$ cat config.mk
export PLATFORM = sky130hd
export DESIGN_NAME = hbr_rst_ctrl
export DESIGN_NICKNAME = d
export VERILOG_FILES = /design/src/rtl/hbr_rst_pkg.sv /design/src/rtl/hbr_sync2.sv /design/src/rtl/hbr_pulse_cnt.sv /design/src/rtl/hbr_rst_ctrl.sv
export SDC_FILE = /design/constraint.sdc
export NUM_CORES = 1
export LEC_CHECK = 0
export ABC_CLOCK_PERIOD_IN_PS = 2800
export CAP_MARGIN = 20
export CORE_ASPECT_RATIO = 2
export CORE_MARGIN = 4
export CORE_UTILIZATION = 30
export DETAILED_ROUTE_END_ITERATION = 10
export GPL_TIMING_DRIVEN = 1
export MAX_ROUTING_LAYER = met4
export PLACE_DENSITY = 0.56
export REMOVE_ABC_BUFFERS = 1
export SLEW_MARGIN = 25
export SYNTH_ARGS = -nofsm -noshare
export SYNTH_HDL_FRONTEND = slang
export SYNTH_HIERARCHICAL = 1
export SYNTH_SLANG_ARGS = --single-unit
$ cat constraint.sdc
create_clock -name clk -period 2.8 [get_ports clk]
set_input_delay 0.28 -clock clk [delete_from_list [all_inputs] [get_ports clk]]
set_output_delay 0.28 -clock clk [all_outputs]
set_load 0.005 [all_outputs]
$ cat src/rtl/hbr_rst_pkg.sv
package hbr_rst_pkg;

    localparam int unsigned POR_HOLD_CYC = 64;
    localparam int unsigned PULSE_CYC    = 16;

    typedef enum logic {
        ROLE_AUX     = 1'b0,
        ROLE_PRIMARY = 1'b1
    } role_e;

    // Active-high reset causes, gathered before the output gating
    typedef struct packed {
        logic por;     // power-on hold (primary only)
        logic hard;    // programmed hard reset (primary only)
        logic pci;     // programmed PCI-only reset
        logic aux_in;  // sampled external host reset (auxiliary only)
    } rst_cause_t;

    function automatic int unsigned cnt_width(int unsigned n);
        return (n < 2) ? 1 : $clog2(n + 1);
    endfunction

endpackage

$ cat src/rtl/hbr_sync2.sv
module hbr_sync2 #(
    parameter int unsigned W = 1
) (
    input  logic         clk,
    input  logic         rst,
    input  logic [W-1:0] d_i,
    output logic [W-1:0] q_o
);
    logic [W-1:0] meta_q;
    logic [W-1:0] sync_q;

    for (genvar g = 0; g < W; g++) begin : g_bit
        always_ff @(posedge clk) begin
            if (rst) begin
                meta_q[g] <= 1'b0;
                sync_q[g] <= 1'b0;
            end else begin
                meta_q[g] <= d_i[g];
                sync_q[g] <= meta_q[g];
            end
        end
    end

    assign q_o = sync_q;
endmodule

$ cat src/rtl/hbr_pulse_cnt.sv
module hbr_pulse_cnt #(
    parameter int unsigned LEN    = 16,
    parameter bit          RETRIG = 1'b1
) (
    input  logic clk,
    input  logic rst,
    input  logic clr_i,    // force idle
    input  logic hold_i,   // keep loaded with LEN
    input  logic start_i,  // request a pulse
    output logic busy_o
);
    localparam int unsigned W = hbr_rst_pkg::cnt_width(LEN);
    localparam logic [W-1:0] LEN_V = W'(LEN);

    logic [W-1:0] cnt_q;
    logic         accept;

    if (RETRIG) begin : g_retrig
        assign accept = start_i;
    end else begin : g_once
        assign accept = start_i && (cnt_q == '0);
    end

    always_ff @(posedge clk) begin
        if (rst)                 cnt_q <= '0;
        else if (clr_i)          cnt_q <= '0;
        else if (hold_i)         cnt_q <= LEN_V;
        else if (accept)         cnt_q <= LEN_V;
        else if (cnt_q != '0)    cnt_q <= cnt_q - 1'b1;
    end

    assign busy_o = (cnt_q != '0);

    // a running pulse never ends early unless cleared
    a_r3_no_early_end: assert property (@(posedge clk) disable iff (rst)
        (cnt_q > 1 && !clr_i) |=> busy_o);

    // a non-retriggerable pulse ignores starts while running
    a_r6_no_reload: assert property (@(posedge clk) disable iff (rst)
        (!RETRIG && cnt_q > 1 && !clr_i && !hold_i) |=> cnt_q == $past(cnt_q) - 1'b1);
endmodule

$ cat src/rtl/hbr_rst_ctrl.sv
module hbr_rst_ctrl #(
    parameter int unsigned POR_CYC   = hbr_rst_pkg::POR_HOLD_CYC,
    parameter int unsigned PULSE_LEN = hbr_rst_pkg::PULSE_CYC
) (
    input  logic clk,
    input  logic rst,
    input  logic pwr_good_i,
    input  logic primary_i,
    input  logic hard_wr_i,
    input  logic pci_wr_i,
    input  logic init_wr_i,
    input  logic bist_en_i,
    input  logic host_rst_n_i,
    output logic host_rst_n_o,
    output logic host_rst_oe_o,
    output logic pci_rst_n_o,
    output logic soft_init_n_o,
    output logic pci_clk_o,
    output logic reg_rst_o
);
    import hbr_rst_pkg::*;

    role_e      role;
    logic       is_pri;
    logic [1:0] sync_in, sync_out;
    logic       pg_sync, hin_sync_n;
    logic       por_busy, hard_busy, pci_busy, init_busy;
    rst_cause_t cause;
    logic       host_rst;
    logic       bist_hold;
    logic       pclk_q;

    assign role   = role_e'(primary_i);
    assign is_pri = (role == ROLE_PRIMARY);

    assign sync_in = {host_rst_n_i, pwr_good_i};
    hbr_sync2 #(.W(2)) u_sync (
        .clk (clk), .rst (rst), .d_i (sync_in), .q_o (sync_out)
    );
    assign pg_sync    = sync_out[0];
    assign hin_sync_n = sync_out[1];

    hbr_pulse_cnt #(.LEN(POR_CYC), .RETRIG(1'b1)) u_por (
        .clk (clk), .rst (rst), .clr_i (1'b0),
        .hold_i (is_pri && !pg_sync), .start_i (1'b0), .busy_o (por_busy)
    );

    hbr_pulse_cnt #(.LEN(PULSE_LEN), .RETRIG(1'b1)) u_hard (
        .clk (clk), .rst (rst), .clr_i (!is_pri),
        .hold_i (1'b0), .start_i (hard_wr_i && is_pri), .busy_o (hard_busy)
    );

    hbr_pulse_cnt #(.LEN(PULSE_LEN), .RETRIG(1'b1)) u_pci (
        .clk (clk), .rst (rst), .clr_i (1'b0),
        .hold_i (1'b0), .start_i (pci_wr_i), .busy_o (pci_busy)
    );

    always_comb begin
        cause.por    = is_pri && (!pg_sync || por_busy);
        cause.hard   = is_pri && hard_busy;
        cause.pci    = pci_busy;
        cause.aux_in = !is_pri && !hin_sync_n;
    end

    assign host_rst  = cause.por || cause.hard || cause.aux_in;
    assign bist_hold = is_pri && host_rst && bist_en_i;

    hbr_pulse_cnt #(.LEN(PULSE_LEN), .RETRIG(1'b0)) u_init (
        .clk (clk), .rst (rst),
        .clr_i (!is_pri || (host_rst && !bist_en_i)),
        .hold_i (bist_hold), .start_i (init_wr_i), .busy_o (init_busy)
    );

    always_ff @(posedge clk) begin
        if (rst) pclk_q <= 1'b0;
        else     pclk_q <= !pclk_q;
    end

    assign host_rst_n_o  = !(is_pri && host_rst);
    assign host_rst_oe_o = is_pri;
    assign pci_rst_n_o   = pwr_good_i && !(host_rst || cause.pci);
    assign soft_init_n_o = !(is_pri && (bist_hold || init_busy));
    assign pci_clk_o     = pclk_q;
    assign reg_rst_o     = host_rst;

    a_r1_pg_low_pci: assert property (@(posedge clk) disable iff (rst)
        !pwr_good_i |-> !pci_rst_n_o);

    a_r2_por_hold: assert property (@(posedge clk) disable iff (rst)
        (is_pri && !pg_sync) |=> (!primary_i || !host_rst_n_o));

    a_r3_hard_fires: assert property (@(posedge clk) disable iff (rst)
        (is_pri && hard_wr_i) |=> (!primary_i || (!host_rst_n_o && !pci_rst_n_o)));

    a_r4_pci_fires: assert property (@(posedge clk) disable iff (rst)
        pci_wr_i |=> !pci_rst_n_o);

    a_r5_aux_quiet: assert property (@(posedge clk) disable iff (rst)
        (!primary_i && $past(!primary_i)) |-> (soft_init_n_o && host_rst_n_o && !host_rst_oe_o));

    a_r6_init_fires: assert property (@(posedge clk) disable iff (rst)
        (is_pri && !host_rst && init_wr_i && soft_init_n_o) |=> (!primary_i || !soft_init_n_o));

    a_r8_pclk_toggle: assert property (@(posedge clk) disable iff (rst)
        $past(!rst) |-> (pci_clk_o != $past(pci_clk_o)));
endmodule

==> impl_metrics.yaml <==
outcome:
  status: "finished clean"
global_routing:
  globalRoute.busiestLayer: "met2"
  grt_util_met3_pct: 1.337
  grt_max_degree: 16
  grt_util_met2_pct: 18.84
  antenna_found_initial: 0
  grt_pass1_wl_um: 4243
  grt.total_usage_pct: 10.78
  met1_usage_pct: 11.10
  first_global_vias: 1005
  grt-ovfl-total: 0
critical_path:
  slowest_stage: "clkdlybuf4s50_1"
  crit_path_cell_trace: "inv_1 > ha_1 > or3b_4 > or2_4 > nand4bb_4 > and2_1 > clkdlybuf4s50_1"
  startpoint_type: "flip-flop"
  path_buf_inv: 2
  critPathArrivalTime_ns: 2.35
  cp_max_fo: 5
  worst-setup-path-type: "flip-flop to primary output"
  path_delay_family: "simple AND/OR/NAND/NOR gates"
  timing.critical_path.to_type: "primary output"
  required_ns: 2.52
  critPathMaxStageDelay_ns: 0.44
layout:
  final_cell_mix: "27 x dfxtp_1, 15 x nor2_1, 12 x clkdlybuf4s50_1"
  antenna_cells: 0
  final_common_cell: "dfxtp_1"
  final_cells: 214
  num-fill-cells: 430
  multiInputGateArea_um2: 745.7
  stdcell_area_um2: 1584
  final_nets: 177
  layout-drive-gt1-share_pct: 11.11
  seqCellArea_um2: 540.5
  area_growth_pct: 23.87
cts:
  cts_sinks: 27
  ctsHoldBuffers: 0
  clk_pin_slew_ns: 0.08
  cts_made_buffers: 3
  clockBufferDepth: 2
  clock_latency_ns: 0.27
  cts-root-buf: "clkbuf_8"
  cts_max_level: 1
  cts_tree: "yes"
floorplan:
  fp.dieH_um: 100.3
  ioPinCount: 15
  core_area_um2: 4129
  fp.dieArea_um2: 5434
  die_w_um: 54.17
  start_util_pct: 30.97
  rows: 33
routing:
  dr.pass1.iters: 4
  drtIter0Drc: 35
  vias_per_cell: 4.682
  ant_nets: 0
  drt-total-wl_um: 2394
  drc: 0
  route.vias.total: 1002
  wl_per_cell_um: 11.19
synth:
  yosys.area.top_type: "dfxtp_1"
  yosysWarningCount: 6
  yosysUniqueCellTypes: 37
  postSynthCellCount: 139
  synthAdderAreaFrac_pct: 4.892
  syn-cell-area_um2: 1279
  yosys-top-cells-area: "dfxtp_1 42%, xnor2_1 5.5%, ha_1 4.9%, nor2_1 4.4%, nor3_1 4.3%"
  synth_top_family_by_area: "simple AND/OR/NAND/NOR gates"
  synth-simple-area-share_pct: 30.23
  muxShareOfSynthArea_pct: 0
  synthXorXnorAreaFrac_pct: 6.164
  ys_seq_area_share_pct: 42.27
  synth_compound_area_share_pct: 11.35
  synth.avg_cell_area_um2: 9.199
  ys_seq_elements: 27
  synth_top_area_share_pct: 42.27
sta:
  rsz0062_at_grt: "false"
  hold_viol: 0
  setup_ws_ns: 0.1688
  clock.fmax_ghz: 0.3801
  worstMarginPinSlew_ns: 0.4988
  period_minus_slack_ns: 2.631
  slew-limit-headroom_pct: 66.64
  setup_tns_ns: 0
  slew_viol_final: 0
  final.setup_skew_ns: 0.004925
  setup_viol: 0
  fin_crit_sh_pct: 93.97
job:
  maxCapViolations: 0
placement:
  hpwl_um: 1879
  gp_congestion: 0.7452
  dp.cells: 209
  placed_area_um2: 1490
  dp_slack_ns: 0.1804
  io_buffers: 14
pwr:
  design_power_total_uw: 725.7
  irDropWorstVdd_v: 0.0004515
  power.leakage_nw: 0.6420
  power_density_nw_per_um2: 458.1
min_path:
  hold_path_class: "flip-flop to flip-flop"
==> Yosys cell counts <==
cell / count
a211oi_2: 2
xor2_1: 1
and3b_1: 1
nor3b_1: 1
o21bai_1: 1
dfxtp_1: 27
nor3_1: 11
a21oi_1: 4
buf_2: 3
a2bb2oi_1: 1
nor2_1: 15
buf_4: 1
a211oi_1: 4
or4_1: 4
or4b_1: 3
o21ai_0: 3
or3_2: 1
o21a_1: 3
or3_1: 2
ha_1: 5
nor3b_4: 1
nand4bb_1: 1
nand2b_1: 7
or3b_2: 3
nor4_1: 1
nor2b_1: 5
and2_1: 2
xnor2_1: 8
a311oi_1: 1
and2_0: 1
clkbuf_2: 1
inv_1: 9
conb_1: 1
nand2_1: 2
or2_2: 1
or4_2: 1
o31ai_1: 1
==> metrics by stage <==
| stage | util [%] | hold slack (ns) |
|---|---|---|
| global placement | 36.09 | 0.4050 |
| global route | 38.36 | 0.4510 |
| detailed placement | 36.09 | 0.4107 |
| floorplan | - | 0.3467 |
| CTS | 37.42 | 0.4235 |
| finish | 38.36 | 0.4201 |
==> cells by family (layout without fill, tap and decap cells) <==
logic type,Yosys count,in the layout
AND/OR/NAND/NOR,63,63
flip-flops,27,27
AO/OA/AOI/OAI,20,20
buffers and inverters,14,28
XOR/XNOR,9,9
adder cells (fa/ha/maj),5,5
other,1,10
==> per-layer routing <==
layer / vias up / share of wire (%) / wire [µm]
li1: 518 / - / -
met1: 466 / 40 / 947
met2: 14 / 55 / 1328
met3: 4 / 2.6 / 63
met4: 0 / 2.3 / 55
met5: - / 0 / 0
==> power breakdown <==
| part | leakage (nW) | switching (mW) | total [mW] | internal (mW) |
|---|---|---|---|---|
| Clock | 0.0255 | 0.116 | 0.215 | 0.0996 |
| Combinational | 0.397 | 0.0494 | 0.108 | 0.0589 |
| Sequential | 0.220 | 0.00735 | 0.402 | 0.395 |
| Total | 0.642 | 0.172 | 0.726 | 0.553 |
==> final timing paths <==
path | start | end | slack (ns) | depth (start not counted)
hold / removal | pci_clk_o | pci_clk_o | 0.42 | 1
setup / recovery | u_por/cnt_q[0] | reg_rst_o | 0.17 | 7
hold reg to reg | pci_clk_o | pci_clk_o | 0.42 | 1
setup reg to reg | u_por/cnt_q[0] | u_init/cnt_q[2] | 0.44 | 10
==> state kept, by name, summed over array words and instances (netlist names) <==
register,count
u_por/cnt_q,7
u_hard/cnt_q,5
u_init/cnt_q,5
u_pci/cnt_q,5
u_sync/meta_q,2
u_sync/q_o,2
pci_clk_o,1
==> area by class of cell <==
type                            instances  share of cell area [%]
Clock buffer                            3                   2.607
Clock inverter                          1                  0.3160
Inverter                                9                   2.133
Multi-Input combinational cell        107                   47.08
Sequential cell                        27                   34.12
Tap cell                               52                   4.107
Timing Repair Buffer                   15                   9.637
==> timing repair <==
action                     4_1_cts  5_1_grt
setup endpoints to repair        4        3
pin swaps                        1        1
setup buffers                    0        1
resized for setup                3        5
Power figures use the tool's default switching activity.
